--- src/rtl/bdr_pkg.sv ---
package bdr_pkg;
  localparam int unsigned MIN_BURST = 4;

  typedef enum logic {
    DIR_TX = 1'b0,
    DIR_RX = 1'b1
  } dir_e;

  typedef struct packed {
    logic single;
    logic burst;
  } req_pair_t;
endpackage

--- src/rtl/bdr_remaining.sv ---
module bdr_remaining #(
  parameter int LEN_W = 8
) (
  input  logic             clk,
  input  logic             rst_n,
  input  logic             load,
  input  logic [LEN_W-1:0] len,
  input  logic             dec_tx,
  input  logic             dec_rx,
  output logic [LEN_W-1:0] cnt_q,
  output logic [LEN_W-1:0] cnt_nxt
);
  logic [1:0]       amt;
  logic [LEN_W-1:0] amt_ext;

  assign amt     = {1'b0, dec_tx} + {1'b0, dec_rx};
  assign amt_ext = LEN_W'(amt);

  always_comb begin
    cnt_nxt = cnt_q;
    if (load) begin
      cnt_nxt = len;
    end else if (cnt_q >= amt_ext) begin
      cnt_nxt = cnt_q - amt_ext;
    end else begin
      cnt_nxt = '0;
    end
  end

  always_ff @(posedge clk or negedge rst_n) begin
    if (!rst_n) cnt_q <= '0;
    else        cnt_q <= cnt_nxt;
  end
endmodule

--- src/rtl/bdr_req_lane.sv ---
module bdr_req_lane
  import bdr_pkg::*;
#(
  parameter bit IS_RX  = 1'b0,
  parameter int DEPTH  = 8,
  parameter int LVL_W  = 4,
  parameter int TRIG_W = 3,
  parameter int LEN_W  = 8
) (
  input  logic              clk,
  input  logic              rst_n,
  input  logic              enable,
  input  logic [LVL_W-1:0]  level,
  input  logic [TRIG_W-1:0] trig,
  input  logic [LEN_W-1:0]  remain,
  output req_pair_t         req_q
);
  localparam logic [LVL_W-1:0] FULL_LVL = LVL_W'(DEPTH);
  localparam logic [LVL_W-1:0] MIN_LVL  = LVL_W'(MIN_BURST);
  localparam logic [LEN_W-1:0] MIN_CNT  = LEN_W'(MIN_BURST);

  logic [LVL_W-1:0] trig_ext;
  logic             have_bytes;
  req_pair_t        req_d;

  assign trig_ext   = LVL_W'(trig);
  assign have_bytes = (remain != '0);

  generate
    if (IS_RX) begin : g_rx
      always_comb begin
        req_d.single = enable && have_bytes && (level != '0);
        req_d.burst  = enable && have_bytes && (level > trig_ext) &&
                       (level >= MIN_LVL);
      end
    end else begin : g_tx
      always_comb begin
        req_d.single = enable && have_bytes && (level < FULL_LVL);
        req_d.burst  = enable && (remain >= MIN_CNT) && (level < trig_ext);
      end
    end
  endgenerate

  always_ff @(posedge clk or negedge rst_n) begin
    if (!rst_n) req_q <= '0;
    else        req_q <= req_d;
  end
endmodule

--- src/rtl/bdr_irq_flags.sv ---
module bdr_irq_flags #(
  parameter int N = 2
) (
  input  logic         clk,
  input  logic         rst_n,
  input  logic [N-1:0] set,
  input  logic [N-1:0] clr,
  input  logic [N-1:0] mask,
  output logic [N-1:0] raw_q,
  output logic [N-1:0] mis,
  output logic         irq
);
  generate
    for (genvar i = 0; i < N; i++) begin : g_flag
      always_ff @(posedge clk or negedge rst_n) begin
        if (!rst_n)      raw_q[i] <= 1'b0;
        else if (set[i]) raw_q[i] <= 1'b1;
        else if (clr[i]) raw_q[i] <= 1'b0;
      end
    end
  endgenerate

  assign mis = raw_q & mask;
  assign irq = |mis;
endmodule

--- src/rtl/burst_dma_req.sv ---
module burst_dma_req
  import bdr_pkg::*;
#(
  parameter int DEPTH  = 8,
  parameter int LEN_W  = 8,
  parameter int TRIG_W = 3,
  localparam int LVL_W = $clog2(DEPTH + 1)
) (
  input  logic              clk,
  input  logic              rst_n,
  input  logic              burst_en,
  input  logic              chan_sel,
  input  logic              burst_cmd,
  input  logic [LEN_W-1:0]  burst_len,
  input  logic [TRIG_W-1:0] trig_lvl,
  input  logic [LVL_W-1:0]  tx_level,
  input  logic [LVL_W-1:0]  rx_level,
  input  logic              tx_push,
  input  logic              rx_pop,
  input  logic              done_tx,
  input  logic              done_rx,
  input  logic [1:0]        int_mask,
  input  logic [1:0]        int_clr,
  output logic              tx_sreq,
  output logic              tx_breq,
  output logic              rx_sreq,
  output logic              rx_breq,
  output logic [1:0]        int_raw,
  output logic [1:0]        int_mis,
  output logic              irq
);
  logic [LEN_W-1:0] remain_q;
  logic [LEN_W-1:0] remain_d;
  logic             req_enable;
  logic [LVL_W-1:0] lane_level [2];
  req_pair_t        lane_req   [2];

  assign req_enable = burst_en & chan_sel;
  assign lane_level[DIR_TX] = tx_level;
  assign lane_level[DIR_RX] = rx_level;

  bdr_remaining #(.LEN_W(LEN_W)) u_remain (
    .clk     (clk),
    .rst_n   (rst_n),
    .load    (burst_cmd),
    .len     (burst_len),
    .dec_tx  (tx_push),
    .dec_rx  (rx_pop),
    .cnt_q   (remain_q),
    .cnt_nxt (remain_d)
  );

  generate
    for (genvar d = 0; d < 2; d++) begin : g_lane
      bdr_req_lane #(
        .IS_RX  (d == 1),
        .DEPTH  (DEPTH),
        .LVL_W  (LVL_W),
        .TRIG_W (TRIG_W),
        .LEN_W  (LEN_W)
      ) u_lane (
        .clk    (clk),
        .rst_n  (rst_n),
        .enable (req_enable),
        .level  (lane_level[d]),
        .trig   (trig_lvl),
        .remain (remain_d),
        .req_q  (lane_req[d])
      );
    end
  endgenerate

  assign tx_sreq = lane_req[DIR_TX].single;
  assign tx_breq = lane_req[DIR_TX].burst;
  assign rx_sreq = lane_req[DIR_RX].single;
  assign rx_breq = lane_req[DIR_RX].burst;

  bdr_irq_flags #(.N(2)) u_irq (
    .clk   (clk),
    .rst_n (rst_n),
    .set   ({done_rx, done_tx}),
    .clr   (int_clr),
    .mask  (int_mask),
    .raw_q (int_raw),
    .mis   (int_mis),
    .irq   (irq)
  );
endmodule

--- config.mk ---
export PLATFORM = sky130hd
export DESIGN_NAME = burst_dma_req
export DESIGN_NICKNAME = d
export VERILOG_FILES = /design/src/rtl/bdr_pkg.sv /design/src/rtl/bdr_remaining.sv /design/src/rtl/bdr_req_lane.sv /design/src/rtl/bdr_irq_flags.sv /design/src/rtl/burst_dma_req.sv
export SDC_FILE = /design/constraint.sdc
export NUM_CORES = 1
export LEC_CHECK = 0
export ABC_CLOCK_PERIOD_IN_PS = 2600
export BUFFER_PORTS_ARGS = -buffer_cell sky130_fd_sc_hd__buf_2
export CAP_MARGIN = 20
export CORE_ASPECT_RATIO = 1.75
export CORE_MARGIN = 3
export CORE_UTILIZATION = 42
export CTS_BUF_LIST = sky130_fd_sc_hd__clkbuf_16
export CTS_CLUSTER_DIAMETER = 120
export CTS_CLUSTER_SIZE = 16
export DETAILED_ROUTE_END_ITERATION = 8
export PLACE_DENSITY = 0.79
export SYNTH_ARGS = -nofsm -noshare
export SYNTH_HDL_FRONTEND = slang
export SYNTH_SLANG_ARGS = --single-unit
--- constraint.sdc ---
create_clock -name clk -period 2.6 [get_ports clk]
set_clock_uncertainty 0.2 [all_clocks]
set_input_delay 0.39 -clock clk [delete_from_list [all_inputs] [get_ports clk]]
set_output_delay 0.39 -clock clk [all_outputs]
set_load 0.02 [all_outputs]
Yosys cells after proc, flatten, opt, wreduce, memory -nomap -nowiden

Index checks and enable logic that the tools add are counted.

Mux-type cells: 6
Bitwise logic cells: 2
Magnitude comparators: 6
Add/sub/neg operators: 2
Reductions and logical operators: 12

Operator list:

| kind                                                               | count |
|---|---|
| 2-to-1 mux 8 bit                                                   | 2 |
| greater-or-equal comparator 8 x 2 -> 1 bit                         | 1 |
| greater-or-equal comparator 8 x 3 -> 1 bit (second input constant) | 1 |
| nonzero test 8 bit                                                 | 1 |
| subtractor 8 x 2 -> 8 bit                                          | 1 |
| logical AND 1 bit                                                  | 7 |
| greater-or-equal comparator 4 x 3 -> 1 bit (second input constant) | 1 |
| greater-than comparator 4 x 3 -> 1 bit                             | 1 |
| less-than comparator 4 x 3 -> 1 bit                                | 1 |
| less-than comparator 4 bit (second input constant)                 | 1 |
| 2-to-1 mux 1 bit                                                   | 4 |
| nonzero test 2 bit                                                 | 2 |
| nonzero test 4 bit                                                 | 1 |
| adder 1 x 1 -> 2 bit                                               | 1 |
| AND 2 bit                                                          | 1 |
| OR reduction 2 bit                                                 | 1 |
| AND 1 bit                                                          | 1 |

Output and inout port bits: 9
Register bits after elaboration: 14
Input bits: 32

Longest topological paths before layout

Word-level depth: 8
Depth in mapped cells: 8
Mapped depth without buffers: 8

Cells and area by module

A second synthesis with hierarchy kept.

Cells, all modules: 91
Area total of the unflattened synthesis: 935.9 µm²

By module, submodules not included:

| module                          | instances | sequential area each (µm²) | cells each | area each (µm²) |
|---|---|---|---|---|
| bdr_remaining                   | 1         | 200.2                      | 47         | 515.5 |
| bdr_req_lane (g_lane[1].u_lane) | 1         | 50.0                       | 20         | 161.4 |
| bdr_req_lane (g_lane[0].u_lane) | 1         | 50.0                       | 14         | 157.7 |
| bdr_irq_flags                   | 1         | 50.0                       | 9          | 95.1 |
| burst_dma_req                   | 1         | 0.0                        | 1          | 6.3 |

Worst setup path before layout

OpenSTA, ideal clock, no wires.

Path kind: input to register
Start point: in tx_push
End point: reg g_lane[0].u_lane.req_q[1] (netlist bit)
Required time: 2.264 ns
Stages on the path: 8
Arrival: 2.435 ns
Path slack: -0.171 ns
Cells stage by stage: ha_1 ha_1 fa_1 or3b_2 o21a_1 o31a_1 nor4_2 a211oi_2

RTL lines:

| element              | RTL line            | RTL |
|---|---|---|
| from (decl)          | burst_dma_req.sv:18 | `input logic tx_push,` |
| to (signal assigned) | bdr_req_lane.sv:46  | `else req_q <= req_d;` |
| to (decl)            | bdr_req_lane.sv:16  | `output req_pair_t req_q` |

==> metrics <==
status=finished, final reports clean; chip width=42.7 um; clock network power share=36.4%; ys async rst share=100%; Net Count, Synth=145; RSZ-0062 raised after global routing=false; Tcrit/Tclk final=95.2%; critical path fanouts, max=3; Root Buffer=clkbuf_16; Logic pwr share=30.4%; Synth cell types=42; hold violation count in the final report=0; slew margin rel.=60.4%; largest net degree at the start of global routing=15; io pins=41; Psw=230 uW; predominant post-synthesis flop cell=dfrtp_1; worst setup margin=124 ps; Max-Cap Viols=0; Setup Slack @ Placement=-241 ps; DRC violations left=0; power density over cell area=548 mW/mm^2; synth top area cells=dfrtp_1 35%, ha_1 10%, inv_1 4.2%; flops & latches, synth=14; maximum VDD drop=0.000467 V; port bufs=40; design area=0.00143 mm^2; Row Count=22; DIE HEIGHT=70.2 um; combinational family with the most area after synthesis=simple AND/OR/NAND/NOR gates; drt total wl=2510 um; Mapped Cells=104; Detail Placement HPWL=2110 um; H-tree depth=1; critical path capture point type=flop; leading area contributor after synthesis=dfrtp_1; Reg clk slew, reported paths=50 ps; post-route ant nets=0; routability cong.=0.885; Reg power frac=33.2%; Via density=5.59; Leak=0.676 nW; Power, Total=784 uW; vias in the first global route=991; DR vias=989; Yosys top cell area share=35.4%; initial DRC count=11; crit path launch type=input port; Post-DP Area=0.00130 mm^2; Num CTS Buffers=3; Layout Area Growth over Synthesis=44.5%; Worst EP required=2510 ps; Adder-Cell Fraction of Synth Area=12.1%; worst slew pin tran=588 ps; synthesized area=990 um^2; Longest Clk Path Bufs=2; syn avg cell area=9.52 um^2; Final TNS setup=0 ps; CTS tree=built; share of cells above drive strength 1=45.8%; Fin Hold WS=123 ps; EDFF count, synth=0; n_diodes=0; crit path DAT=2390 ps; Die Footprint=0.00300 mm^2; first-pass GRT wire length=4310 um; crit path kind=in -> reg; DR WL/cell=14.2 um; sequential cell area fraction in the yosys report=35.4%; global route total overflow=0; DRT Pass-1 Iters=3; clock latency on the worst-skew pair=240 ps; Clock Sinks=14; Starting Density=45.5%; Power Internal=554 uW; final slew viol count=0; Fmax=404 MHz; switching part of the total power=29.4%; Core Area=0.00217 mm^2; final setup vio count=0; Hold Crit Class=in -> reg; Synth Warn #=0; initial antenna violation count=0; total global-route track usage=17.8%; Compound-Gate Fraction of Synth Area=22.8%; nets@finish=195; mux cell area share after synthesis=0%; min Tclk post-route=2480 ps; Synth Area in XOR/XNOR=0%; Synth Area in Simple Gates=24.7%; FILL cells=186
-- per-stage QoR --
step | utilization (%) | cells
6_report | 65.8 | 177
5_1_grt | 65.8 | 177
4_1_cts | 64.0 | 176
3_5_place_dp | 60.0 | 171
3_3_place_gp | 60.0 | 171
2_1_floorplan | - | 104
-- cells by family after synthesis --
logic type | after synthesis
AO/OA/AOI/OAI | 31
buffers and inverters | 13
adder cells (fa/ha/maj) | 9
flip-flops | 14
AND/OR/NAND/NOR | 37
-- final cells by class --
cell class                 instances  area, um^2  share of cell area, %
clock buffer                       3        75.1                   5.25
clock inverter                     1        3.75                  0.262
inverter                          12        45.0                   3.15
multi-input combinational         77         678                   47.4
sequential                        14         350                   24.5
tap                               24        30.0                   2.10
timing repair buffer              46         248                   17.3
-- cell usage in the layout (no fill, tap or decap), drive strengths merged, types with 2 or more instances in the layout --
| cell | n |
|---|---|
| inv | 11 |
| or2 | 4 |
| or3 | 2 |
| o21ai | 9 |
| nand2 | 6 |
| clkinv | 2 |
| a31oi | 3 |
| a21oi | 5 |
| ha | 8 |
| clkbuf | 3 |
| nor2b | 2 |
| nor2 | 2 |
| nand3 | 2 |
| o32ai | 3 |
| buf | 45 |
| nor3 | 4 |
| nor4b | 2 |
| dfrtp | 14 |
| a21o | 3 |
| or4 | 4 |
| and2 | 3 |
-- worst max-delay path, cell delays in order --
cell	delay, ps
buf_2	110
ha_4	270
ha_4	130
fa_2	200
or4b_4	510
o32ai_4	260
a31oi_4	70
nor4_4	330
a21oi_1	120
-- worst paths after layout --
check | start | to | slack [ps] | depth (start not counted)
setup / recovery | rx_pop | g_lane[1].u_lane.req_q[1]$_DFF_PN0_ | 120 | 9
hold / removal | tx_level[3] | g_lane[0].u_lane.req_q[1]$_DFF_PN0_ | 120 | 2
setup reg to reg | u_remain.cnt_q[0]$_DFF_PN0_ | g_lane[1].u_lane.req_q[1]$_DFF_PN0_ | 220 | 8
hold reg to reg | u_irq.raw_q[1]$_DFFE_PN0P_ | u_irq.raw_q[1]$_DFFE_PN0P_ | 300 | 1
max in group asynchronous | rst_n | u_irq.raw_q[1]$_DFFE_PN0P_ | 1590 | 2
min in group asynchronous | rst_n | g_lane[0].u_lane.req_q[1]$_DFF_PN0_ | 380 | 2
-- metal layers --
layer	GRT usage, %	share of wire (%)	up-vias
met5	0	0	-
met4	5.19	1.1	0
met3	2.58	5.5	2
met2	33.6	58	34
met1	19.4	36	471
li1	-	-	482
-- what timing repair did --
action,CTS,global route
buffers inserted,0,1
hold buffers,1,0
resized for setup,0,4
setup endpoints to repair,0,4
endpoints found under the hold margin,14,0
-- power groups by stage --
stage	clock network (mW)	logic (mW)	registers, mW
2_1_floorplan	0	0.136	0.265
3_3_place_gp	0	0.214	0.262
3_5_place_dp	0	0.222	0.263
4_1_cts	0.290	0.227	0.260
5_1_grt	0.299	0.268	0.264
6_report	0.285	0.238	0.260
-- cell usage after synthesis (2+ instances only) --
cell type,n
a21o_1,2
nand2_1,6
a21oi_1,5
or2_2,3
ha_1,8
o21ai_0,8
nand3_1,2
nor4b_1,2
nor2_1,2
or4_4,2
inv_1,11
nor2b_1,2
or4_1,2
o32ai_1,3
and2_1,3
dfrtp_1,14
nor3_1,3
a31oi_1,2
-- state kept, by name, indices dropped and copies added, names as in the netlist --
| register | count |
|---|---|
| g_lane.u_lane.req_q | 4 |
| u_irq.raw_q | 2 |
| u_remain.cnt_q | 8 |
No activity file was read; power rests on OpenSTA's default activity.
